--- src/rtl/i2cm_pkg.sv ---
package i2cm_pkg;
  typedef enum logic [2:0] {
    ST_IDLE, ST_START, ST_ADDR, ST_DATA, ST_STOP
  } eng_st_e;

  localparam int CMD_WR_BIT   = 10;
  localparam int CMD_TWO_BIT  = 11;
  localparam int CMD_HOLD_BIT = 13;
  localparam logic [1:0] MODE_NATIVE = 2'b10;

  localparam logic [1:0] RA_CMD  = 2'd0;
  localparam logic [1:0] RA_WEXT = 2'd1;
  localparam logic [1:0] RA_REXT = 2'd2;
  localparam logic [1:0] RA_STAT = 2'd3;
endpackage

--- src/rtl/i2cm_qtick.sv ---
module i2cm_qtick #(
  parameter int QDIV = 4
) (
  input  logic clk,
  input  logic rst_n,
  input  logic restart,
  output logic tick
);
  localparam int CW = (QDIV > 2) ? $clog2(QDIV) : 1;
  localparam logic [CW-1:0] LAST = CW'(QDIV - 1);

  logic [CW-1:0] cnt;

  assign tick = (cnt == LAST);

  always_ff @(posedge clk or negedge rst_n) begin
    if (!rst_n)                cnt <= '0;
    else if (restart || tick)  cnt <= '0;
    else                       cnt <= cnt + 1'b1;
  end
endmodule

--- src/rtl/i2cm_engine.sv ---
module i2cm_engine
  import i2cm_pkg::*;
(
  input  logic        clk,
  input  logic        rst_n,
  input  logic        tick,
  input  logic        start,
  input  logic [6:0]  addr_i,
  input  logic        wr_i,
  input  logic        two_i,
  input  logic        hold_i,
  input  logic [15:0] wdat_i,
  input  logic        sda_in,
  output logic        busy,
  output logic        scl_oe,
  output logic        sda_oe,
  output logic        rx_we,
  output logic        rx_idx,
  output logic [7:0]  rx_byte,
  output logic        done_tx,
  output logic        done_rx,
  output logic        done_err
);
  eng_st_e     st;
  logic [1:0]  q;
  logic [3:0]  bitn;
  logic [7:0]  sh;
  logic [15:0] wd_r;
  logic        bidx, wr_r, two_r, hold_r, held, err_r, smp;

  logic last_byte, drive_data;
  assign last_byte  = (bidx == two_r);
  assign drive_data = (st == ST_ADDR) || wr_r;
  assign busy       = (st != ST_IDLE);

  always_ff @(posedge clk or negedge rst_n) begin
    if (!rst_n) begin
      st <= ST_IDLE; q <= '0; bitn <= '0; sh <= '0; wd_r <= '0;
      bidx <= 1'b0; wr_r <= 1'b0; two_r <= 1'b0; hold_r <= 1'b0;
      held <= 1'b0; err_r <= 1'b0; smp <= 1'b1;
      rx_we <= 1'b0; rx_idx <= 1'b0; rx_byte <= '0;
      done_tx <= 1'b0; done_rx <= 1'b0; done_err <= 1'b0;
    end else begin
      rx_we <= 1'b0; done_tx <= 1'b0; done_rx <= 1'b0; done_err <= 1'b0;
      if (start && st == ST_IDLE) begin
        st <= ST_START; q <= '0; bitn <= '0; bidx <= 1'b0; err_r <= 1'b0;
        wr_r <= wr_i; two_r <= two_i; hold_r <= hold_i; wd_r <= wdat_i;
        sh <= {addr_i, ~wr_i};
      end else if (tick && st != ST_IDLE) begin
        q <= q + 2'd1;
        if (q == 2'd2) smp <= sda_in;
        if (q == 2'd3) begin
          case (st)
            ST_START: begin st <= ST_ADDR; bitn <= '0; held <= 1'b0; end
            ST_ADDR, ST_DATA: begin
              if (bitn != 4'd8) begin
                sh   <= {sh[6:0], smp};
                bitn <= bitn + 4'd1;
                if (st == ST_DATA && !wr_r && bitn == 4'd7) begin
                  rx_we <= 1'b1; rx_byte <= {sh[6:0], smp}; rx_idx <= bidx;
                end
              end else if (drive_data && smp) begin
                err_r <= 1'b1; st <= ST_STOP;
              end else if (st == ST_ADDR) begin
                st <= ST_DATA; bitn <= '0; sh <= wr_r ? wd_r[7:0] : 8'hFF;
              end else if (!last_byte) begin
                bidx <= 1'b1; bitn <= '0; sh <= wr_r ? wd_r[15:8] : 8'hFF;
              end else if (hold_r) begin
                st <= ST_IDLE; held <= 1'b1; done_tx <= wr_r; done_rx <= !wr_r;
              end else begin
                st <= ST_STOP;
              end
            end
            ST_STOP: begin
              st <= ST_IDLE; held <= 1'b0;
              done_err <= err_r;
              done_tx  <= !err_r && wr_r;
              done_rx  <= !err_r && !wr_r;
            end
            default: st <= ST_IDLE;
          endcase
        end
      end
    end
  end

  always_comb begin
    scl_oe = 1'b0;
    sda_oe = 1'b0;
    case (st)
      ST_IDLE:  scl_oe = held;
      ST_START: begin
        scl_oe = (q == 2'd0) ? held : (q == 2'd3);
        sda_oe = q[1];
      end
      ST_ADDR, ST_DATA: begin
        scl_oe = (q == 2'd0) || (q == 2'd3);
        if (bitn == 4'd8) sda_oe = drive_data ? 1'b0 : !(last_byte && !hold_r);
        else              sda_oe = drive_data && !sh[7];
      end
      ST_STOP: begin
        scl_oe = (q == 2'd0);
        sda_oe = !q[1];
      end
      default: ;
    endcase
  end


  sda_stable_chk: assert property (@(posedge clk) disable iff (!rst_n)
    (!scl_oe && !$past(scl_oe) && (st == ST_ADDR || st == ST_DATA)
     && ($past(st) == ST_ADDR || $past(st) == ST_DATA)) |-> $stable(sda_oe));


  err_stop_chk: assert property (@(posedge clk) disable iff (!rst_n)
    done_err |-> (!scl_oe && !sda_oe && !busy));
endmodule

--- src/rtl/i2c_mailbox_master.sv ---
module i2c_mailbox_master
  import i2cm_pkg::*;
#(
  parameter int QDIV = 4
) (
  input  logic        clk,
  input  logic        rst_n,
  input  logic        reg_wr,
  input  logic [1:0]  reg_addr,
  input  logic [15:0] reg_wdata,
  output logic [15:0] reg_rdata,
  output logic        scl_oe,
  output logic        sda_oe,
  input  logic        sda_in
);
  logic [15:0] cmd_q, wext_q, rext_q;
  logic [2:0]  ev_q;
  logic        busy, tick, accept, cmd_wr, stat_wr;
  logic        rx_we, rx_idx, done_tx, done_rx, done_err;
  logic [7:0]  rx_byte;

  assign cmd_wr  = reg_wr && reg_addr == RA_CMD;
  assign stat_wr = reg_wr && reg_addr == RA_STAT;
  assign accept  = cmd_wr && !busy && reg_wdata[15:14] == MODE_NATIVE;

  i2cm_qtick #(.QDIV(QDIV)) u_qtick (
    .clk(clk), .rst_n(rst_n), .restart(accept), .tick(tick)
  );

  i2cm_engine u_eng (
    .clk(clk), .rst_n(rst_n), .tick(tick), .start(accept),
    .addr_i(reg_wdata[7:1]), .wr_i(reg_wdata[CMD_WR_BIT]),
    .two_i(reg_wdata[CMD_TWO_BIT]), .hold_i(reg_wdata[CMD_HOLD_BIT]),
    .wdat_i(wext_q), .sda_in(sda_in), .busy(busy),
    .scl_oe(scl_oe), .sda_oe(sda_oe), .rx_we(rx_we), .rx_idx(rx_idx),
    .rx_byte(rx_byte), .done_tx(done_tx), .done_rx(done_rx), .done_err(done_err)
  );

  always_ff @(posedge clk or negedge rst_n) begin
    if (!rst_n) begin
      cmd_q <= '0; wext_q <= '0; rext_q <= '0; ev_q <= '0;
    end else begin
      if (accept) cmd_q <= reg_wdata;
      if (reg_wr && reg_addr == RA_WEXT) wext_q <= reg_wdata;
      if (rx_we) begin
        if (rx_idx) rext_q[15:8] <= rx_byte;
        else        rext_q[7:0]  <= rx_byte;
      end
      ev_q <= (stat_wr ? (ev_q & ~reg_wdata[15:13]) : ev_q)
              | {done_rx, done_tx, done_err};
    end
  end

  always_comb begin
    case (reg_addr)
      RA_CMD:  reg_rdata = cmd_q;
      RA_WEXT: reg_rdata = wext_q;
      RA_REXT: reg_rdata = rext_q;
      default: reg_rdata = {ev_q, 12'd0, busy};
    endcase
  end


  ev_sticky_chk: assert property (@(posedge clk) disable iff (!rst_n)
    !stat_wr |=> ((ev_q & $past(ev_q)) == $past(ev_q)));


  w1c_chk: assert property (@(posedge clk) disable iff (!rst_n)
    (stat_wr && reg_wdata[13] && !done_err) |=> !ev_q[0]);


  busy_cmd_chk: assert property (@(posedge clk) disable iff (!rst_n)
    $rose(busy) |-> $past(reg_wr && reg_addr == RA_CMD && reg_wdata[15:14] == MODE_NATIVE));
endmodule

--- config.mk ---
export PLATFORM = sky130hd
export DESIGN_NAME = i2c_mailbox_master
export DESIGN_NICKNAME = d
export VERILOG_FILES = /design/src/rtl/i2cm_pkg.sv /design/src/rtl/i2cm_qtick.sv /design/src/rtl/i2cm_engine.sv /design/src/rtl/i2c_mailbox_master.sv
export SDC_FILE = /design/constraint.sdc
export NUM_CORES = 1
export LEC_CHECK = 0
export BUFFER_PORTS_ARGS = -buffer_cell sky130_fd_sc_hd__buf_2
export CORE_ASPECT_RATIO = 1.2
export CORE_MARGIN = 2
export CORE_UTILIZATION = 48
export CTS_BUF_LIST = sky130_fd_sc_hd__clkbuf_4 sky130_fd_sc_hd__clkbuf_8 sky130_fd_sc_hd__clkbuf_16
export CTS_CLUSTER_DIAMETER = 40
export CTS_CLUSTER_SIZE = 30
export DETAILED_ROUTE_END_ITERATION = 16
export HOLD_SLACK_MARGIN = 0.03
export PLACE_DENSITY = 0.66
export SYNTH_ARGS = -nofsm -noshare
export SYNTH_HDL_FRONTEND = slang
export SYNTH_SLANG_ARGS = --single-unit
--- constraint.sdc ---
create_clock -name clk -period 4.17 [get_ports clk]
set_input_delay 0.417 -clock clk [delete_from_list [all_inputs] [get_ports clk]]
set_output_delay 0.417 -clock clk [all_outputs]
set_load 0.01 [all_outputs]
==> metrics.md, run 1 <==
| Metric | Value |
|---|---|
| Status | `finished, final reports clean` |
| Sw Ratio | `0.342` |
| Netlist cell types | `54` |
| Async set-reset flop share out of synthesis | `1.00` |
| Power consumption | `roughly 3.3 mW` |
| Hold Crit Start | `reg_wdata[8]` |
| Initial core utilization | `0.489` |
| First-pass GRT wire length | `19500 um` |
| Synthesized cell area | `5120 um2` |
| Sequential Power Share | `0.460` |
| DR pass1 iterations | `4` |
| Slew headroom | `0.144` |
| Worst path arrival time | `3090 ps` |
| Num CTS Buffers | `9` |
| Avg WL per Cell | `18.2 um` |
| Crit end category | `flip-flop` |
| Max stage delay cell, worst path | `nor3_2` |
| Via count | `3725` |
| Finished Layout Cells | `between 600 and 700` |
| Filler cells | `954` |
| Resize count post-CTS | `0` |
| Fin. Hold Viols | `0` |
| Routed Antenna Nets | `0` |
| Antenna diodes | `0` |
| Storage cell area | `2650 um2` |
| Die area | `between 10000 and 15000 um2` |
| Clock transition at the registers of the reported paths | `70 ps` |
| Reg-to-Reg End | `u_eng.sh[0]$_DFFE_PN0P_` |
| Register area share after synthesis | `0.518` |
| Combinational share of power | `0.283` |
| CTS tree | `built` |
| Crit path time final | `2860 ps` |
| Final period util | `0.686` |
| Clock latency on the worst-skew pair | `350 ps` |
| Req. time, crit path | `4400 ps` |
| Switch Pwr | `1.14 mW` |
| Vias/cell | `5.79` |
| Pleak | `2.80 nW` |
| Critical path origin | `u_eng.st[0]$_DFFE_PN0P_` |
| Final Routed Wirelength | `11700 um` |
| Total grt overflow | `0` |
| Setup Viol. Count Final | `0` |
| Area share of the largest cell type after synthesis | `0.513` |
| Hpwl dp | `between 8000 and 9000 um` |
| Syn-to-layout area delta | `11.7%` |
| Clock Power Share | `0.258` |
| Hold crit path type | `in2reg` |
| Worst-path maximum fanout | `19` |
| Synth area leader | `dfrtp_1` |
| # placed instances | `627` |
| Vias in the first global route | `3639` |
| Placement Rows | `41` |
| Crit path depth | `4` |
| Worst VDD drop | `0.326 mV` |
| Reg2Reg Depth | `4` |
| CP delay by family, top | `simple AND/OR/NAND/NOR gates` |
| CP peak stage delay | `1030 ps` |
| Port Buffers | `39` |
| Sink Count | `106` |
| Syn_area_per_cell | `roughly 11 um2` |
| Register-to-Register Setup Slack | `between 1000 and 1500 ps` |
| I/O pins | `40` |
| Syn. warnings | `0` |
| Post-synth top cells | `117 x nand2_1, 105 x dfrtp_1, 46 x mux2_2` |
| Clk root buf | `clkbuf_16` |
| TNS Setup | `0 ps` |
| Die H | `117 um` |
| Share of layout cells above drive strength 1 | `0.232` |
| Layout Nets | `between 500 and 600` |
| Top_reg_cell synth | `dfrtp_1` |
| Power Density | `between 500 and 600 nW/um2` |
| Critical R2R Launch | `u_eng.st[0]$_DFFE_PN0P_` |
| Initial antenna violation count | `0` |
| Post-Syn Instances | `481` |
| Most common cell in the netlist | `nand2_1` |
| Initial DRC count | `188` |
| Hold endpoint | `cmd_q[8]$_DFFE_PN0N_` |
| CP cell instances | `or3_4, nor3_2, a221oi_1, mux2_2` |
| Post-synth EDFFs | `0` |
| Clock Skew | `7.33 ps` |
| DRC viols | `0` |
| Global Route Usage Sum | `0.220` |
| Hold path cells | `3` |
| H-tree depth | `3` |
| CP Class | `reg2reg` |
| RSZ-0062 raised after global routing | `no` |
| Multi-input gate area | `2290 um2` |
| Final core occ | `0.546` |
| Clock tree buffer depth | `2` |
| CP startpoint kind | `flip-flop` |
| Die Wd | `98.3 um` |
| Largest cells by area after synthesis | `dfrtp_1 51%, mux2_2 10%, nand2_1 8.6%` |
| Slew at the pin closest to its max-slew limit | `between 1000 and 1500 ps` |
| Maxcap violations | `0` |
| Core area | `10500 um2` |
| Synthesis-stage register bit count | `106` |
| Slew Viols, Final | `0` |
| WP buf/inv | `0` |
| GPL Wtd Cong | `0.823` |
| Largest net degree at the start of global routing | `44` |
| Synthesized net count | `a little over 500` |
| Fmax | `0.349 GHz` |
| Internal power | `2.19 mW` |
## cell usage in the layout (no fill, tap or decap), drive strengths merged, types with 4 or more instances in the layout
cell    instances
nor4            8
mux2           46
nand3           6
clkbuf         11
nand2         117
nand3b          5
nand2b          4
mux2i          28
ha              6
a21oi           8
a221o           6
nor3           10
inv            16
nor2           14
buf            44
nor2b           4
dfrtp         105
o21ai          21
mux4            4
## worst max path at each step
stage,to,slack [ps]
6_report,u_eng.sh[0]$_DFFE_PN0P_,1310
4_1_cts,u_eng.sh[0]$_DFFE_PN0P_,1340
2_1_floorplan,sda_oe,1990
3_5_place_dp,u_eng.sh[0]$_DFFE_PN0P_,1230
3_3_place_gp,u_eng.wr_r$_DFFE_PN0P_,1360
5_1_grt,u_eng.sh[0]$_DFFE_PN0P_,1150
## worst min-delay path, stage by stage
cell and delay [ps]:
buf_2 90, nand2_1 40, nand2_1 40
## power by group through the flow
stage	registers (mW)	clock network [mW]	logic, mW
finish	1.53	0.856	0.940
global route	1.56	0.922	1.07
CTS	1.52	0.872	0.947
detailed placement	1.54	0	0.940
global placement	1.53	0	0.916
floorplan	1.42	0	0.765
## sequential cells by signal (all words and copies together), names as in the netlist, 2 cells and up
| name | count |
|---|---|
| u_eng.sh | 8 |
| u_eng.rx_byte | 8 |
| u_qtick.cnt | 2 |
| rext_q | 16 |
| u_eng.st | 3 |
| ev_q | 3 |
| u_eng.wd_r | 16 |
| u_eng.bitn | 4 |
| wext_q | 16 |
| cmd_q | 16 |
| u_eng.q | 2 |
## layout make-up
type                            count  share of cell area
Sequential cell                   106               0.464
Timing Repair Buffer               45              0.0429
Clock buffer                       11              0.0442
Tap cell                          129              0.0282
Multi-Input combinational cell    332               0.401
Clock inverter                      4             0.00897
Inverter                           16              0.0105
## logic make-up after synthesis
group | count (synthesis) | share of synthesized area
AOI/OAI and AO/OA | 60 | 0.0838
xor gates and xnor gates | 1 | 0.00171
adders and majority gates | 6 | 0.0147
buffers and inverters | 43 | 0.0347
DFF | 106 | 0.518
muxes | 78 | 0.174
and+or+nand+nor | 187 | 0.173
## metal layers
layer / part of all wire / global-route usage / routed length, um / vias up
met1: 0.45 / 0.292 / 5230 / 1900
met4: 0.016 / 0.0785 / 185 / 0
li1: - / - / - / 1743
met5: 0 / 0 / 0 / -
met3: 0.036 / 0.0344 / 418 / 14
met2: 0.50 / 0.372 / 5900 / 68
## repair_timing
item	4_1_cts	5_1_grt
hold endpoints to repair	19	0
hold buffers	1	0
setup buffers	0	0
## through the flow
step                      hold slack (ps)  worst slack (ps)  area, um2
after floorplan                       121              1990       5120
after detailed placement              393              1230       5400
after CTS                             268              1340       5720
after global routing                  274              1150       5720
after global placement                389              1360       5400
final                                 276              1310       5720
Power figures use the tool's default switching activity.
==> run 2, diff against run 1 <==
PLACE_DENSITY = 0.69   (was 0.66)
clock period = 2.6 ns   (was 4.17 ns; I/O delays follow)
==> metrics.md, run 2 (synthesis results as in run 1) <==
| Metric | Value |
|---|---|
| Initial antenna violation count | `0` |
| Slew headroom | `0.346` |
| Vias/cell | `5.65` |
| I/O pins | `40` |
| Global Route Usage Sum | `0.210` |
| Initial DRC count | `202` |
| Clock Power Share | `0.257` |
| Combinational share of power | `0.284` |
| Commonest non-fill, non-tap cell in the layout | `nand2_1` |
| Slew Viols, Final | `0` |
| RSZ-0062 raised after global routing | `no` |
| CP startpoint kind | `flip-flop` |
| TNS Setup | `0 ps` |
| Hpwl dp | `8460 um` |
| Worst VDD drop | `0.543 mV` |
| Storage cell area | `between 2000 and 3000 um2` |
| Register-to-Register Setup Slack | `480 ps` |
| Fmax | `0.408 GHz` |
| Num CTS Buffers | `9` |
| Sw Ratio | `0.342` |
| Multi-input gate area | `2290 um2` |
| Via count | `roughly 3700` |
| GPL Wtd Cong | `0.865` |
| CTS tree | `built` |
| Worst-path maximum fanout | `16` |
| Internal power | `3.51 mW` |
| Largest net degree at the start of global routing | `48` |
| Antenna diodes | `0` |
| Hold crit path type | `in2reg` |
| Vias in the first global route | `3695` |
| Maxcap violations | `0` |
| Syn-to-layout area delta | `13.2%` |
| Hold Crit Start | `reg_wdata[9]` |
| Port Buffers | `39` |
| CP cell instances | `nor3b_2, buf_4, nor2_1, mux2_2, o22ai_1, buf_2` |
| Crit end category | `output port` |
| Power consumption | `5.34 mW` |
| Final period util | `0.944` |
| Dpl cell area | `roughly 5500 um2` |
| Sink Count | `106` |
| Critical path origin | `u_eng.st[1]$_DFFE_PN0P_` |
| Final Routed Wirelength | `about 12000 um` |
| CP peak stage delay | `620 ps` |
| H-tree depth | `3` |
| DR pass1 iterations | `5` |
| Total grt overflow | `0` |
| Avg WL per Cell | `18.1 um` |
| Die Wd | `~98 um` |
| Crit path time final | `2450 ps` |
| CP Class | `reg2out` |
| Pleak | `2.85 nW` |
| Layout Nets | `547` |
| Clock Skew | `8.10 ps` |
| Worst path arrival time | `~2200 ps` |
| First-pass GRT wire length | `18700 um` |
| Critical Path Sink | `sda_oe` |
| Final core occ | `0.554` |
| Switch Pwr | `approximately 1.8 mW` |
| Req. time, crit path | `2340 ps` |
| Clock transition at the registers of the reported paths | `roughly 70 ps` |
| Die area | `~12000 um2` |
| Sequential Power Share | `0.459` |
| Die H | `between 100 and 150 um` |
| Clock latency on the worst-skew pair | `350 ps` |
| DRC viols | `0` |
| Clk root buf | `clkbuf_16` |
| Initial core utilization | `0.489` |
| Filler cells | `916` |
| Core area | `10500 um2` |
| Critical R2R Launch | `u_eng.st[0]$_DFFE_PN0P_` |
| Reg2Reg Depth | `4` |
| Slew at the pin closest to its max-slew limit | `979 ps` |
| Power Density | `921 nW/um2` |
| Max stage delay cell, worst path | `dfrtp_1` |
| Clock tree buffer depth | `2` |
| Routed Antenna Nets | `0` |
| Reg-to-Reg End | `u_eng.sh[0]$_DFFE_PN0P_` |
| Setup Viol. Count Final | `0` |
| Status | `finished, final reports clean` |
| Fin. Hold Viols | `0` |
| Commonest non-fill, non-tap cells in the layout | `117 x nand2_1, 105 x dfrtp_1, 46 x mux2_2, 38 x buf_2, 28 x mux2i_1` |
| Placement Rows | `41` |
| Fin area | `5790 um2` |
| Share of layout cells above drive strength 1 | `0.248` |
## run 2: cell types whose count changed in the layout (fill, tap and decap cells not counted), sizes merged
cell	delta
clkinvlp	-1
buf	+9
clkinv	+2
## run 2: worst max-delay path: cells and delay by family (launching register included)
| family | cells | cell delay (ps) |
|---|---|---|
| DFF | 1 | 620 |
| buffers and inverters | 2 | 440 |
| and+or+nand+nor | 2 | 360 |
| muxes | 1 | 280 |
| AOI/OAI and AO/OA | 1 | 150 |
## run 2: how the worst min path moves through the flow
| stage | end | slack [ps] | cells past startpoint |
|---|---|---|---|
| finish | cmd_q[9]$_DFFE_PN0N_ | 110 | 3 |
| global route | cmd_q[9]$_DFFE_PN0N_ | 140 | 3 |
| CTS | cmd_q[9]$_DFFE_PN0N_ | 110 | 3 |
| detailed placement | u_eng.bitn[2]$_DFFE_PN0P_ | 270 | 1 |
| global placement | u_eng.bidx$_DFFE_PN0P_ | 260 | 1 |
| floorplan | cmd_q[0]$_DFFE_PN0N_ | -40 | 0 |
## run 2: final cells by class
class / instances / area share
Inverter: 16 / 0.0104
Multi-Input combinational cell: 332 / 0.396
Timing Repair Buffer: 54 / 0.0561
Sequential cell: 106 / 0.458
Tap cell: 129 / 0.0279
Clock inverter: 5 / 0.00929
Clock buffer: 11 / 0.0425
## run 2: what timing repair did
| action | CTS | global route |
|---|---|---|
| hold endpoints to repair | 35 | 0 |
| hold buffers | 1 | 0 |
| buffers inserted | 0 | 0 |
| gates resized for setup | 0 | 1 |
| setup endpoints to repair | 0 | 1 |
## run 2: through the flow
stage	worst slack [ps]	instances	hold slack, ps
finish	147	653	112
global route	0.0890	653	136
CTS	162	653	109
detailed placement	492	636	268
global placement	534	636	262
floorplan	574	481	-35.6
## run 2: power groups by stage
stage                     clock network (mW)  registers, mW  logic (mW)
after floorplan                            0           2.27        1.23
after global placement                     0           2.45        1.46
after detailed placement                   0           2.47        1.52
after CTS                               1.39           2.44        1.52
after global routing                    1.45           2.50        1.70
final                                   1.37           2.45        1.52
## run 2: routing by layer
layer  part of all wire  GRT usage  up-vias
met5                  0          0        -
met4              0.030      0.117        0
met3              0.044     0.0327       23
met2               0.49      0.334       90
met1               0.44      0.281     1827
li1                   -          -     1749
==> run 3, diff against run 2 <==
--- a/config.mk
+++ b/config.mk
@@ -10,3 +10,3 @@
 export CORE_MARGIN = 2
-export CORE_UTILIZATION = 48
+export CORE_UTILIZATION = 54
 export CTS_BUF_LIST = sky130_fd_sc_hd__clkbuf_4 sky130_fd_sc_hd__clkbuf_8 sky130_fd_sc_hd__clkbuf_16
@@ -15,4 +15,5 @@
 export DETAILED_ROUTE_END_ITERATION = 16
+export GPL_ROUTABILITY_DRIVEN = 0
 export HOLD_SLACK_MARGIN = 0.03
-export PLACE_DENSITY = 0.69
+export PLACE_DENSITY = 0.76
 export SYNTH_ARGS = -nofsm -noshare
==> constraint.sdc (replaced) <==
create_clock -name clk -period 2.6 [get_ports clk]
set_input_delay 0.52 -clock clk [delete_from_list [all_inputs] [get_ports clk]]
set_output_delay 0.52 -clock clk [all_outputs]
set_load 0.01 [all_outputs]
==> metrics.md, run 3 (synthesis results as in run 1) <==
| Metric | Value |
|---|---|
| Status | `finished, final reports clean` |
| Switch Pwr | `1.81 mW` |
| H-tree depth | `3` |
| # placed instances | `630` |
| Total grt overflow | `0` |
| Finished Layout Cells | `between 600 and 700` |
| First-pass GRT wire length | `19300 um` |
| Fin. Hold Viols | `0` |
| CTS tree | `built` |
| Crit path time final | `about 2500 ps` |
| Antenna diodes | `0` |
| CP Class | `reg2out` |
| Via count | `approximately 3800` |
| Register-to-Register Setup Slack | `300 ps` |
| Routed Antenna Nets | `0` |
| Layout Nets | `around 550` |
| Fmax | `slightly below 0.4 GHz` |
| Die Wd | `92.9 um` |
| Initial antenna violation count | `0` |
| Slew at the pin closest to its max-slew limit | `approximately 570 ps` |
| Initial core utilization | `0.561` |
| Core area | `9130 um2` |
| DRC viols | `0` |
| Final Routed Wirelength | `11600 um` |
| Setup Viol. Count Final | `0` |
| Commonest non-fill, non-tap cell in the layout | `nand2_1` |
| Internal power | `3.45 mW` |
| Commonest non-fill, non-tap cells in the layout | `117 x nand2_1, 102 x dfrtp_1, 46 x mux2_2, 38 x buf_2, 28 x mux2i_1` |
| Clock latency on the worst-skew pair | `380 ps` |
| Multi-input gate area | `2300 um2` |
| Sink Count | `roughly 110` |
| Pleak | `2.87 nW` |
| Slew headroom | `0.621` |
| I/O pins | `40` |
| Worst VDD drop | `0.600 mV` |
| Clock tree buffer depth | `2` |
| Port Buffers | `39` |
| Die area | `10300 um2` |
| Final period util | `0.976` |
| Clock Skew | `a little over 8 ps` |
| Largest net degree at the start of global routing | `46` |
| Num CTS Buffers | `9` |
| Req. time, crit path | `2080 ps` |
| Storage cell area | `2660 um2` |
| RSZ-0062 raised after global routing | `no` |
| Initial DRC count | `275` |
| Share of layout cells above drive strength 1 | `0.267` |
| Vias in the first global route | `~3800` |
| Hold bufs inserted after CTS | `0` |
| Hpwl dp | `8200 um` |
| Sw Ratio | `0.345` |
| Avg WL per Cell | `between 15 and 20 um` |
| Placement Rows | `38` |
| TNS Setup | `0 ps` |
| Slew Viols, Final | `0` |
| Clock transition at the registers of the reported paths | `100 ps` |
| Power Density | `903 nW/um2` |
| Sequential Power Share | `0.462` |
| CP startpoint kind | `flip-flop` |
| Clk root buf | `clkbuf_8` |
| Combinational share of power | `0.312` |
| Worst-path maximum fanout | `16` |
| Maxcap violations | `0` |
| Filler cells | `770` |
| Vias/cell | `between 5 and 6` |
| Hold crit path type | `in2async` |
| DR pass1 iterations | `5` |
| Global Route Usage Sum | `0.240` |
| Die H | `~110 um` |
| Syn-to-layout area delta | `13.9%` |
| Worst path arrival time | `2020 ps` |
| Crit end category | `output port` |
| Clock Power Share | `0.227` |
run 3: power by group through the flow:
stage / clock network, mW / logic, mW / registers, mW
floorplan: 0 / 1.23 / 2.27
global placement: 0 / 1.49 / 2.44
detailed placement: 0 / 1.55 / 2.47
CTS: 1.21 / 1.55 / 2.44
global route: 1.29 / 1.83 / 2.48
finish: 1.19 / 1.64 / 2.43
run 3: worst paths after layout:
check | from | endpoint | cells past startpoint
worst max-delay path | u_eng.st[1]$_DFFE_PN0P_ | reg_rdata[0] | 3
max in group asynchronous | rst_n | wext_q[5]$_DFFE_PN0P_ | 2
worst max register to register | u_eng.st[0]$_DFFE_PN0P_ | u_eng.sh[0]$_DFFE_PN0P_ | 6
min in group clk | reg_wdata[9] | cmd_q[9]$_DFFE_PN0N_ | 3
worst min register to register | u_eng.done_rx$_DFF_PN0_ | ev_q[2]$_DFF_PN0_ | 1
worst min-delay path | rst_n | u_eng.bitn[0]$_DFFE_PN0P_ | 1
run 3: through the flow:
stage / power, mW / area, um2 / hold slack [ps] / setup WS, ps / utilization
2_1_floorplan: 3.50 / 5120 / 224 / 314 / -
3_3_place_gp: 3.94 / 5530 / 412 / 402 / 0.606
3_5_place_dp: 4.01 / 5530 / 418 / 384 / 0.606
4_1_cts: 5.21 / 5780 / 120 / 34.3 / 0.633
5_1_grt: 5.60 / 5830 / 128 / 11.3 / 0.639
6_report: 5.27 / 5830 / 107 / 62.3 / 0.639
run 3: worst max-delay path, cell delays in order (launching register included):
cell     delay (ps)
dfrtp_2         520
or3_4           490
mux4_2          480
buf_2           150
run 3: cell type report:
type | count | share of cell area
sequential | 106 | 0.456
multi-input combinational | 332 | 0.395
timing repair buffer | 61 | 0.0708
clock buffer | 13 | 0.0307
tap | 120 | 0.0258
clock inverter | 3 | 0.0118
inverter | 16 | 0.0103
run 3: per-layer routing:
layer | vias up | wire, um | track usage
li1 | 1764 | - | -
met1 | 1875 | 4990 | 0.311
met2 | 93 | 5890 | 0.406
met3 | 19 | 448 | 0.0374
met4 | 0 | 264 | 0.0912
met5 | - | 0 | 0
run 3: timing repair:
| action | CTS | global route |
|---|---|---|
| pin swaps | 0 | 1 |
| resized for setup | 3 | 2 |
| setup buffers | 0 | 5 |
| setup endpoints to repair | 1 | 2 |
